**src/rtl/lmr_pkg.sv**
```systemverilog
package lmr_pkg;

  typedef enum logic [1:0] {
    ROUTE_PASS   = 2'd0,
    ROUTE_RAM_RW = 2'd1,
    ROUTE_RAM_RO = 2'd2,
    ROUTE_LEGACY = 2'd3
  } route_e;

  localparam logic [1:0] ATTR_RAM_RO = 2'd1;
  localparam logic [1:0] ATTR_RAM_RW = 2'd3;

  function automatic route_e attr_to_route(input logic [1:0] attr);
    case (attr)
      ATTR_RAM_RW: attr_to_route = ROUTE_RAM_RW;
      ATTR_RAM_RO: attr_to_route = ROUTE_RAM_RO;
      default:     attr_to_route = ROUTE_LEGACY;
    endcase
  endfunction

endpackage

```
**src/rtl/lmr_cfg_regs.sv**
```systemverilog
module lmr_cfg_regs #(
  parameter int         SEG_COUNT     = 12,
  parameter logic [7:0] TOP_OFF       = 8'h59,
  parameter int         TOP_LSB       = 4,
  parameter logic [7:0] SEG_BASE_OFF  = 8'h5A,
  parameter logic [7:0] SMRAM_OFF     = 8'h72,
  parameter logic [7:0] SMRAM_RST     = 8'h02
) (
  input  logic                 clk,
  input  logic                 rst,
  input  logic                 cfg_we,
  input  logic [7:0]           cfg_offset,
  input  logic [7:0]           cfg_wdata,
  output logic [1:0]           top_attr,
  output logic [SEG_COUNT-1:0][1:0] seg_attr,
  output logic                 smram_open,
  output logic                 smram_smm_en
);

  localparam int OPEN_BIT = 6;
  localparam int SMM_BIT  = 3;

  logic [7:0] smram_q;

  // top segment field
  always_ff @(posedge clk) begin
    if (rst)
      top_attr <= 2'd0;
    else if (cfg_we && cfg_offset == TOP_OFF)
      top_attr <= cfg_wdata[TOP_LSB +: 2];
  end

  // packed segment fields, two per byte
  for (genvar i = 0; i < SEG_COUNT; i++) begin : g_seg
    localparam logic [7:0] BYTE_OFF = 8'(int'(SEG_BASE_OFF) + i / 2);
    localparam int         LSB      = (i % 2) * 4;
    always_ff @(posedge clk) begin
      if (rst)
        seg_attr[i] <= 2'd0;
      else if (cfg_we && cfg_offset == BYTE_OFF)
        seg_attr[i] <= cfg_wdata[LSB +: 2];
    end
  end

  always_ff @(posedge clk) begin
    if (rst)
      smram_q <= SMRAM_RST;
    else if (cfg_we && cfg_offset == SMRAM_OFF)
      smram_q <= cfg_wdata;
  end

  assign smram_open   = smram_q[OPEN_BIT];
  assign smram_smm_en = smram_q[SMM_BIT];

  // control byte comes out of reset at its defined value
  p_smram_reset_r1: assert property (@(posedge clk)
    $past(rst) |-> smram_q == SMRAM_RST);

  // a write to an unrelated offset leaves the top field unchanged
  p_top_hold_r10: assert property (@(posedge clk) disable iff (rst)
    (cfg_we && cfg_offset != TOP_OFF) |=> $stable(top_attr));

endmodule

```
**src/rtl/lmr_decode.sv**
```systemverilog
module lmr_decode
  import lmr_pkg::*;
#(
  parameter int         ADDR_W    = 20,
  parameter int         SEG_COUNT = 12,
  parameter int         SEG_SHIFT = 14,
  parameter logic [19:0] VGA_BASE = 20'hA0000,
  parameter logic [19:0] SEG_BASE = 20'hC0000,
  parameter logic [19:0] TOP_BASE = 20'hF0000
) (
  input  logic [ADDR_W-1:0]           addr,
  input  logic                        write,
  input  logic                        smm,
  input  logic [1:0]                  top_attr,
  input  logic [SEG_COUNT-1:0][1:0]   seg_attr,
  input  logic                        smram_open,
  input  logic                        smram_smm_en,
  output route_e                      route,
  output logic                        wblock
);

  localparam int IDX_W   = $clog2(SEG_COUNT);
  localparam int IDX_N   = 1 << IDX_W;

  logic [ADDR_W-1:0]   seg_off;
  logic [IDX_W-1:0]    seg_idx;
  logic [IDX_N-1:0][1:0] seg_tab;
  logic                in_vga, in_seg, in_top;
  route_e              route_c;

  // pad the segment table to a power of two
  for (genvar i = 0; i < IDX_N; i++) begin : g_tab
    if (i < SEG_COUNT) begin : g_used
      assign seg_tab[i] = seg_attr[i];
    end else begin : g_pad
      assign seg_tab[i] = 2'd0;
    end
  end

  assign in_top  = addr >= TOP_BASE;
  assign in_seg  = (addr >= SEG_BASE) && !in_top;
  assign in_vga  = (addr >= VGA_BASE) && (addr < SEG_BASE);
  assign seg_off = addr - SEG_BASE;
  assign seg_idx = seg_off[SEG_SHIFT +: IDX_W];

  always_comb begin
    if (in_top)
      route_c = attr_to_route(top_attr);
    else if (in_seg)
      route_c = attr_to_route(seg_tab[seg_idx]);
    else if (in_vga)
      route_c = (smram_open || (smm && smram_smm_en)) ? ROUTE_RAM_RW : ROUTE_LEGACY;
    else
      route_c = ROUTE_PASS;
  end

  assign route  = route_c;
  assign wblock = write && (route_c == ROUTE_RAM_RO);

  // below the window never routes to RAM or legacy
  always_comb begin
    if (!in_vga && !in_seg && !in_top)
      a_pass_r8: assert (route == ROUTE_PASS && !wblock);
  end

endmodule

```
**src/rtl/lmr_route_reg.sv**
```systemverilog
module lmr_route_reg
  import lmr_pkg::*;
(
  input  logic   clk,
  input  logic   rst,
  input  logic   in_valid,
  input  route_e in_route,
  input  logic   in_wblock,
  output logic   out_valid,
  output logic [1:0] out_route,
  output logic   out_wblock
);

  always_ff @(posedge clk) begin
    if (rst) begin
      out_valid  <= 1'b0;
      out_route  <= ROUTE_PASS;
      out_wblock <= 1'b0;
    end else begin
      out_valid  <= in_valid;
      out_route  <= in_valid ? in_route : ROUTE_PASS;
      out_wblock <= in_valid && in_wblock;
    end
  end

  // one-cycle latency of the valid marker
  p_valid_follows_r9: assert property (@(posedge clk) disable iff (rst)
    in_valid |=> out_valid);
  p_idle_follows_r9: assert property (@(posedge clk) disable iff (rst)
    !in_valid |=> !out_valid && !out_wblock);

endmodule

```
**src/rtl/legacy_mem_router.sv**
```systemverilog
module legacy_mem_router
  import lmr_pkg::*;
#(
  parameter int ADDR_W    = 20,
  parameter int SEG_COUNT = 12
) (
  input  logic              clk,
  input  logic              rst,
  input  logic              acc_valid,
  input  logic [ADDR_W-1:0] acc_addr,
  input  logic              acc_write,
  input  logic              smm_active,
  input  logic              cfg_we,
  input  logic [7:0]        cfg_offset,
  input  logic [7:0]        cfg_wdata,
  output logic              out_valid,
  output logic [1:0]        out_route,
  output logic              out_wblock
);

  logic [1:0]                 top_attr;
  logic [SEG_COUNT-1:0][1:0]  seg_attr;
  logic                       smram_open, smram_smm_en;
  route_e                     dec_route;
  logic                       dec_wblock;

  lmr_cfg_regs #(.SEG_COUNT(SEG_COUNT)) u_regs (
    .clk          (clk),
    .rst          (rst),
    .cfg_we       (cfg_we),
    .cfg_offset   (cfg_offset),
    .cfg_wdata    (cfg_wdata),
    .top_attr     (top_attr),
    .seg_attr     (seg_attr),
    .smram_open   (smram_open),
    .smram_smm_en (smram_smm_en)
  );

  lmr_decode #(.ADDR_W(ADDR_W), .SEG_COUNT(SEG_COUNT)) u_dec (
    .addr         (acc_addr),
    .write        (acc_write),
    .smm          (smm_active),
    .top_attr     (top_attr),
    .seg_attr     (seg_attr),
    .smram_open   (smram_open),
    .smram_smm_en (smram_smm_en),
    .route        (dec_route),
    .wblock       (dec_wblock)
  );

  lmr_route_reg u_out (
    .clk        (clk),
    .rst        (rst),
    .in_valid   (acc_valid),
    .in_route   (dec_route),
    .in_wblock  (dec_wblock),
    .out_valid  (out_valid),
    .out_route  (out_route),
    .out_wblock (out_wblock)
  );

  // a blocked write must come from a write access
  p_block_is_write_r5: assert property (@(posedge clk) disable iff (rst)
    out_wblock |-> $past(acc_write) && $past(acc_valid));

  // blocking only happens on the read-only route
  p_block_route_r5: assert property (@(posedge clk) disable iff (rst)
    out_wblock |-> out_route == ROUTE_RAM_RO);

  // closed graphics window forwards to the legacy bus
  p_vga_closed_r7: assert property (@(posedge clk) disable iff (rst)
    (acc_valid && acc_addr >= 20'hA0000 && acc_addr < 20'hC0000 &&
     !smram_open && !(smm_active && smram_smm_en))
    |=> out_route == ROUTE_LEGACY && !out_wblock);

endmodule

```
**config.mk**
```make
export PLATFORM = sky130hd
export DESIGN_NAME = legacy_mem_router
export DESIGN_NICKNAME = d
export VERILOG_FILES = /design/src/rtl/lmr_pkg.sv /design/src/rtl/lmr_cfg_regs.sv /design/src/rtl/lmr_decode.sv /design/src/rtl/lmr_route_reg.sv /design/src/rtl/legacy_mem_router.sv
export SDC_FILE = /design/constraint.sdc
export NUM_CORES = 1
export LEC_CHECK = 0
export ABC_AREA = 1
export BUFFER_PORTS_ARGS = -buffer_cell sky130_fd_sc_hd__buf_4
export CAP_MARGIN = 20
export CORE_MARGIN = 1
export CORE_UTILIZATION = 40
export CTS_BUF_LIST = sky130_fd_sc_hd__clkbuf_16
export DETAILED_ROUTE_END_ITERATION = 12
export MAX_ROUTING_LAYER = met4
export PLACE_DENSITY_LB_ADDON = 0.3
export RECOVER_POWER = 100
export SLEW_MARGIN = 40
export SYNTH_ARGS = -nofsm -noshare
export SYNTH_HDL_FRONTEND = slang
export SYNTH_SLANG_ARGS = --single-unit
```
**constraint.sdc**
```tcl
create_clock -name clk -period 1.25 [get_ports clk]
set_input_delay 0.1875 -clock clk [delete_from_list [all_inputs] [get_ports clk]]
set_output_delay 0.1875 -clock clk [all_outputs]
set_load 0.05 [all_outputs]
```
Yosys cells after proc, flatten, opt, wreduce, memory -nomap -nowiden:

Cells that the tools add are included.

* flip-flop bits (word level): 37
* output and inout bits: 4
* logic and storage cells: 61

* $add $sub $neg: 1
* order comparisons: 5
* eq/ne operators: 13
* mux-type cells: 8
* bitwise gates (word level): 1
* reduce and logical (&&, ||, !) cells: 16

Operator list (count)
* 8-bit by 7-bit == test with 1-bit output, second input constant: 8
* 20-bit greater-or-equal comparator, second input constant: 3
* 20-bit less-than comparator, second input constant: 1
* 18-bit by 1-bit subtractor with 18-bit output, second input constant: 1
* 1-bit logical AND: 13
* 2-bit two-way mux: 5
* 2-bit binary-select mux with 4-bit select: 1
* 2-bit one-hot mux with 2 select lines: 2
* 2-bit == test, second input constant: 3
* 4-bit by 5-bit less-than comparator with 1-bit output, second input constant: 1
* 2-bit by 1-bit == test with 1-bit output, second input constant: 2
* 2-bit OR reduction: 1
* 1-bit zero test: 1
* 1-bit logical OR: 1
* 1-bit inverter: 1

Longest topological paths before layout:

* depth after elaboration: 10
* gate-level depth with buffers: 12
* gate-level depth less buffers: 11

Modules after synthesis:

From an unflattened synthesis, not the netlist that was laid out.

* cell total of the unflattened synthesis: 320
* area total of the unflattened synthesis: 1835.5 um2

By module, submodules not included
* lmr_cfg_regs: instances 1, cells an instance 216, area each 1317.5 um2
* lmr_decode: instances 1, cells an instance 91, area each 401.6 um2
* lmr_route_reg: instances 1, cells an instance 13, area each 116.4 um2

Least setup slack after synthesis:

No wires, ideal clock.

* path type: input to register
* start: input cfg_offset[7]
* end: register u_regs.seg_attr[12] in the netlist's numbering
* library setup time: 0.122 ns
* arrival: 1.013 ns
* path slack: 0.116 ns
* stages: 7
* path buffers: 0
* path through: nand3b_4 -> nor2_2 -> nand4_2 -> inv_1 -> nand2_1 -> o21ai_0 -> a21oi_1

* longest elaborated chain between the ends: 2

RTL lines
* start: declaration: RTL line legacy_mem_router.sv:14 `input logic [7:0] cfg_offset,`
* 8-bit by 7-bit == test with 1-bit output: RTL line lmr_cfg_regs.sv:40 `else if (cfg_we && cfg_offset == BYTE_OFF)`
* 1-bit logical AND: RTL line lmr_cfg_regs.sv:40
* end signal: indexed assignment: RTL line lmr_cfg_regs.sv:41 `seg_attr[i] <= cfg_wdata[LSB +: 2];`
* end: declaration: RTL line lmr_cfg_regs.sv:15 `output logic [SEG_COUNT-1:0][1:0] seg_attr,`

Every way passes these cells.
A chain may end at the register's enable or synchronous reset.

Worst setup path in the final report:

* start: register u_regs.seg_attr[9] in the netlist's numbering
* end: register u_out.out_route[1]

* longest elaborated chain between the ends: 6
* elaborated cells between the ends (all ways): 7
* classes of those cells: eq/ne: 2; mux: 5

RTL lines
* 2-bit binary-select mux with 4-bit select (*): RTL line lmr_decode.sv:50 `route_c = attr_to_route(seg_tab[seg_idx]);`
* 2-bit two-way mux (implied by the code) (*): RTL line lmr_decode.sv:50
* 2-bit by 1-bit == test with 1-bit output or 2-bit == test (tied branches): RTL line lmr_pkg.sv:14 `case (attr)`
* 2-bit one-hot mux with 2 select lines (*): RTL line lmr_pkg.sv:14
* 2-bit two-way mux (*): RTL line lmr_decode.sv:49 `else if (in_seg)`
* 2-bit two-way mux (*): RTL line lmr_decode.sv:47 `if (in_top)`
* end signal: assignment: RTL line lmr_route_reg.sv:21 `out_route <= in_valid ? in_route : ROUTE_PASS;`
* end: declaration: RTL line lmr_route_reg.sv:10 `output logic [1:0] out_route,`

Mark *: on every way between the ends. The rest lies on a longest branch, timed or not. The select of a mux whose other input is x is not followed.

==> flow_summary.toml <==
[layout]
final_cell_mix = "inv_1 (43), nand2_1 (36), a21oi_1 (31), dfxtp_1 (31)"
final_util_pct = 53.84
area_growth_pct = 27.61
num-nets-final = 308
drive_above_1_share_pct = 22.10
insertedDiodeCount = 0
final_common_cell = "inv_1"

[timing]
fin_hold_ws_ns = 0.1320
worst_slew_pin_slew_ns = 0.3989
rsz0062_at_grt = "false"
hold_violations = 0
clock.fmax_ghz = 0.8795
finalMaxSlewViolations = 0
fin_crit_ns = 1.137
setup_violations = 0
timing.slew.headroom_pct = 73.26
fin_skew_ns = 0.001855
post-route-period-util_pct = 90.96

[setup_path]
cp_max_fo = 2
r2r-end = "u_out.out_route[1]"
crit_type = "reg -> reg"
reg2reg_slack_ns = 0.11
rr_worst_depth = 11
reg2reg_from = "u_regs.seg_attr[9]"
cp-end-kind = "flip-flop"
critPathLaunchType = "flip-flop"
arrival_ns = 1.31
crit_required_ns = 1.42

[yosys]
yosysWarnings = 0
syn_area_per_cell_um2 = 6.906
syn_inst = 227
yosysSeqAreaShare_pct = 40.86
synth_seq_cells = 32
synth_nets = 269
syn_area_um2 = 1568
ys_types = 22

[routing]
antenna_left = 0
drt_iter0_drc = 80
first_pass_iters = 4
via_per_inst = 4.727
wl_per_cell_um = 10.84
num_vias = 1489
drc = 0
wl_um = 3416

[grt]
grt_max_degree = 29
track_usage_pct = 19.15
grt_overflow = 0
grt_pass1_wl_um = 5740
grt_pass1_vias = 1272
antenna_found_initial = 0

[hold_path]
whs_endpoint = "u_regs.smram_q[6]"
holdPathStages = 3
min_path_type = "in -> reg"
hold_start = "cfg_wdata[6]"

[clocking]
cts_buffers = 5
root_buffer = "clkbuf_16"
clock_latency_ns = 0.28
cts_tree = "yes"
cts_sinks = 32
clockBufferDepth = 2
ctsHoldBuffers = 0
clk_pin_slew_ns = 0.05
htree_num_levels = 2

[die]
die_area_um2 = 4174
die_x_um = 64.61
initial_utilization_pct = 42.19
core_um2 = 3716
ioPinCount = 46
rows = 22
chipHeight_um = 64.61

[power]
peakVddDrop_v = 0.0005054
leakage_nw = 0.9169
power_density_nw_per_um2 = 1210
power_mw = 2.421

[outcome]
status = "finished clean"

[placed_design]
dpl.hpwl_um = 2456
place_congestion = 0.8268
port_buffers = 29

[job]
drv_cap = 0
## kinds of logic (layout without fill, tap and decap cells)
logic type / Yosys count / after routing / synth area share (%)
AOI/OAI and AO/OA: 65 / 65 / 20.83
DFF: 32 / 32 / 40.86
and+or+nand+nor: 82 / 82 / 26.10
buffers and inverters: 48 / 88 / 12.21
## worst max-delay path, stage by stage, from the launching register on
cell     delay [ns]
dfxtp_1        0.33
inv_1          0.04
nand2_1        0.05
nand3_1        0.07
nand3_1        0.11
nand3_2        0.10
nand2_1        0.06
nand2_1        0.04
nand2_1        0.06
nand2_2        0.06
nand2_2        0.07
nor2_2         0.03
## metrics by stage
step	cells	instance area (um^2)	setup WS [ns]	setup TNS, ns
6_report	315	2001	0.1130	0
5_1_grt	315	2001	0.0004501	0
4_1_cts	315	2012	0.08291	0
3_5_place_dp	307	1876	-0.1043	-1.438
3_3_place_gp	307	1876	-0.08859	-1.283
2_1_floorplan	227	1568	0.1156	0
## metal layers
layer	wire, um	global-route usage [%]	vias up
li1	-	-	811
met1	1691	22.43	637
met2	1480	29.34	34
met3	173	6.338	7
met4	71	9.444	0
met5	0	-	-
## final cells by class
class                   instances  area (um^2)
multi-input cells             147        737.0
repair buffers                 37        264.0
well taps                      48        60.06
inverters                      43        161.4
flip-flops and latches         32        641.9
fillers                       389         1715
clock buffers                   5        125.1
clock inverters                 3        11.26
## Yosys cell counts
cell type / count / share of area, %
a21oi_1: 31 / 9.9
a31oi_1: 1 / 0.40
buf_4: 1 / 0.48
buf_6: 1 / 0.72
clkbuf_1: 3 / 0.72
dfxtp_1: 32 / 41
inv_1: 41 / 9.8
inv_2: 2 / 0.48
nand2_1: 37 / 8.9
nand2_2: 3 / 1.2
nand3_1: 19 / 6.1
nand3_2: 3 / 1.9
nand3b_4: 1 / 1.3
nand4_2: 1 / 0.80
nor2_1: 11 / 2.6
nor2_2: 3 / 1.2
nor3_1: 1 / 0.32
nor3_4: 1 / 1.0
nor4_1: 1 / 0.40
o21ai_0: 31 / 9.9
o21ai_1: 2 / 0.64
or2_2: 1 / 0.40
## registers in the layout (all words and copies together), names as in the netlist
name / count
u_out.out_valid: 1
u_regs.top_attr: 2
u_regs.smram_q: 2
u_out.out_route: 2
u_regs.seg_attr: 24
u_out.out_wblock: 1
## power by group
| part | total (mW) | leakage [nW] | internal [mW] | switching [mW] |
|---|---|---|---|---|
| Clock | 1.12 | 0.0738 | 0.714 | 0.408 |
| Combinational | 0.268 | 0.584 | 0.113 | 0.155 |
| Sequential | 1.03 | 0.259 | 1.03 | 0.00176 |
| Total | 2.42 | 0.917 | 1.86 | 0.565 |
## worst max path at each step
stage,startpoint,end,slack [ns]
after floorplan,cfg_offset[7],u_regs.seg_attr[12],0.12
after global placement,cfg_offset[7],u_regs.seg_attr[14],-0.09
after detailed placement,cfg_offset[7],u_regs.seg_attr[14],-0.10
after CTS,u_regs.seg_attr[19],u_out.out_route[1],0.08
after global routing,u_regs.seg_attr[14],u_out.out_wblock,0.0005
final,u_regs.seg_attr[9],u_out.out_route[1],0.11
## timing repair
action,4_1_cts,5_1_grt
setup endpoints to repair,0,3
buffers inserted,0,0
gates resized for setup,0,5
(Power assumes the default switching activity.)
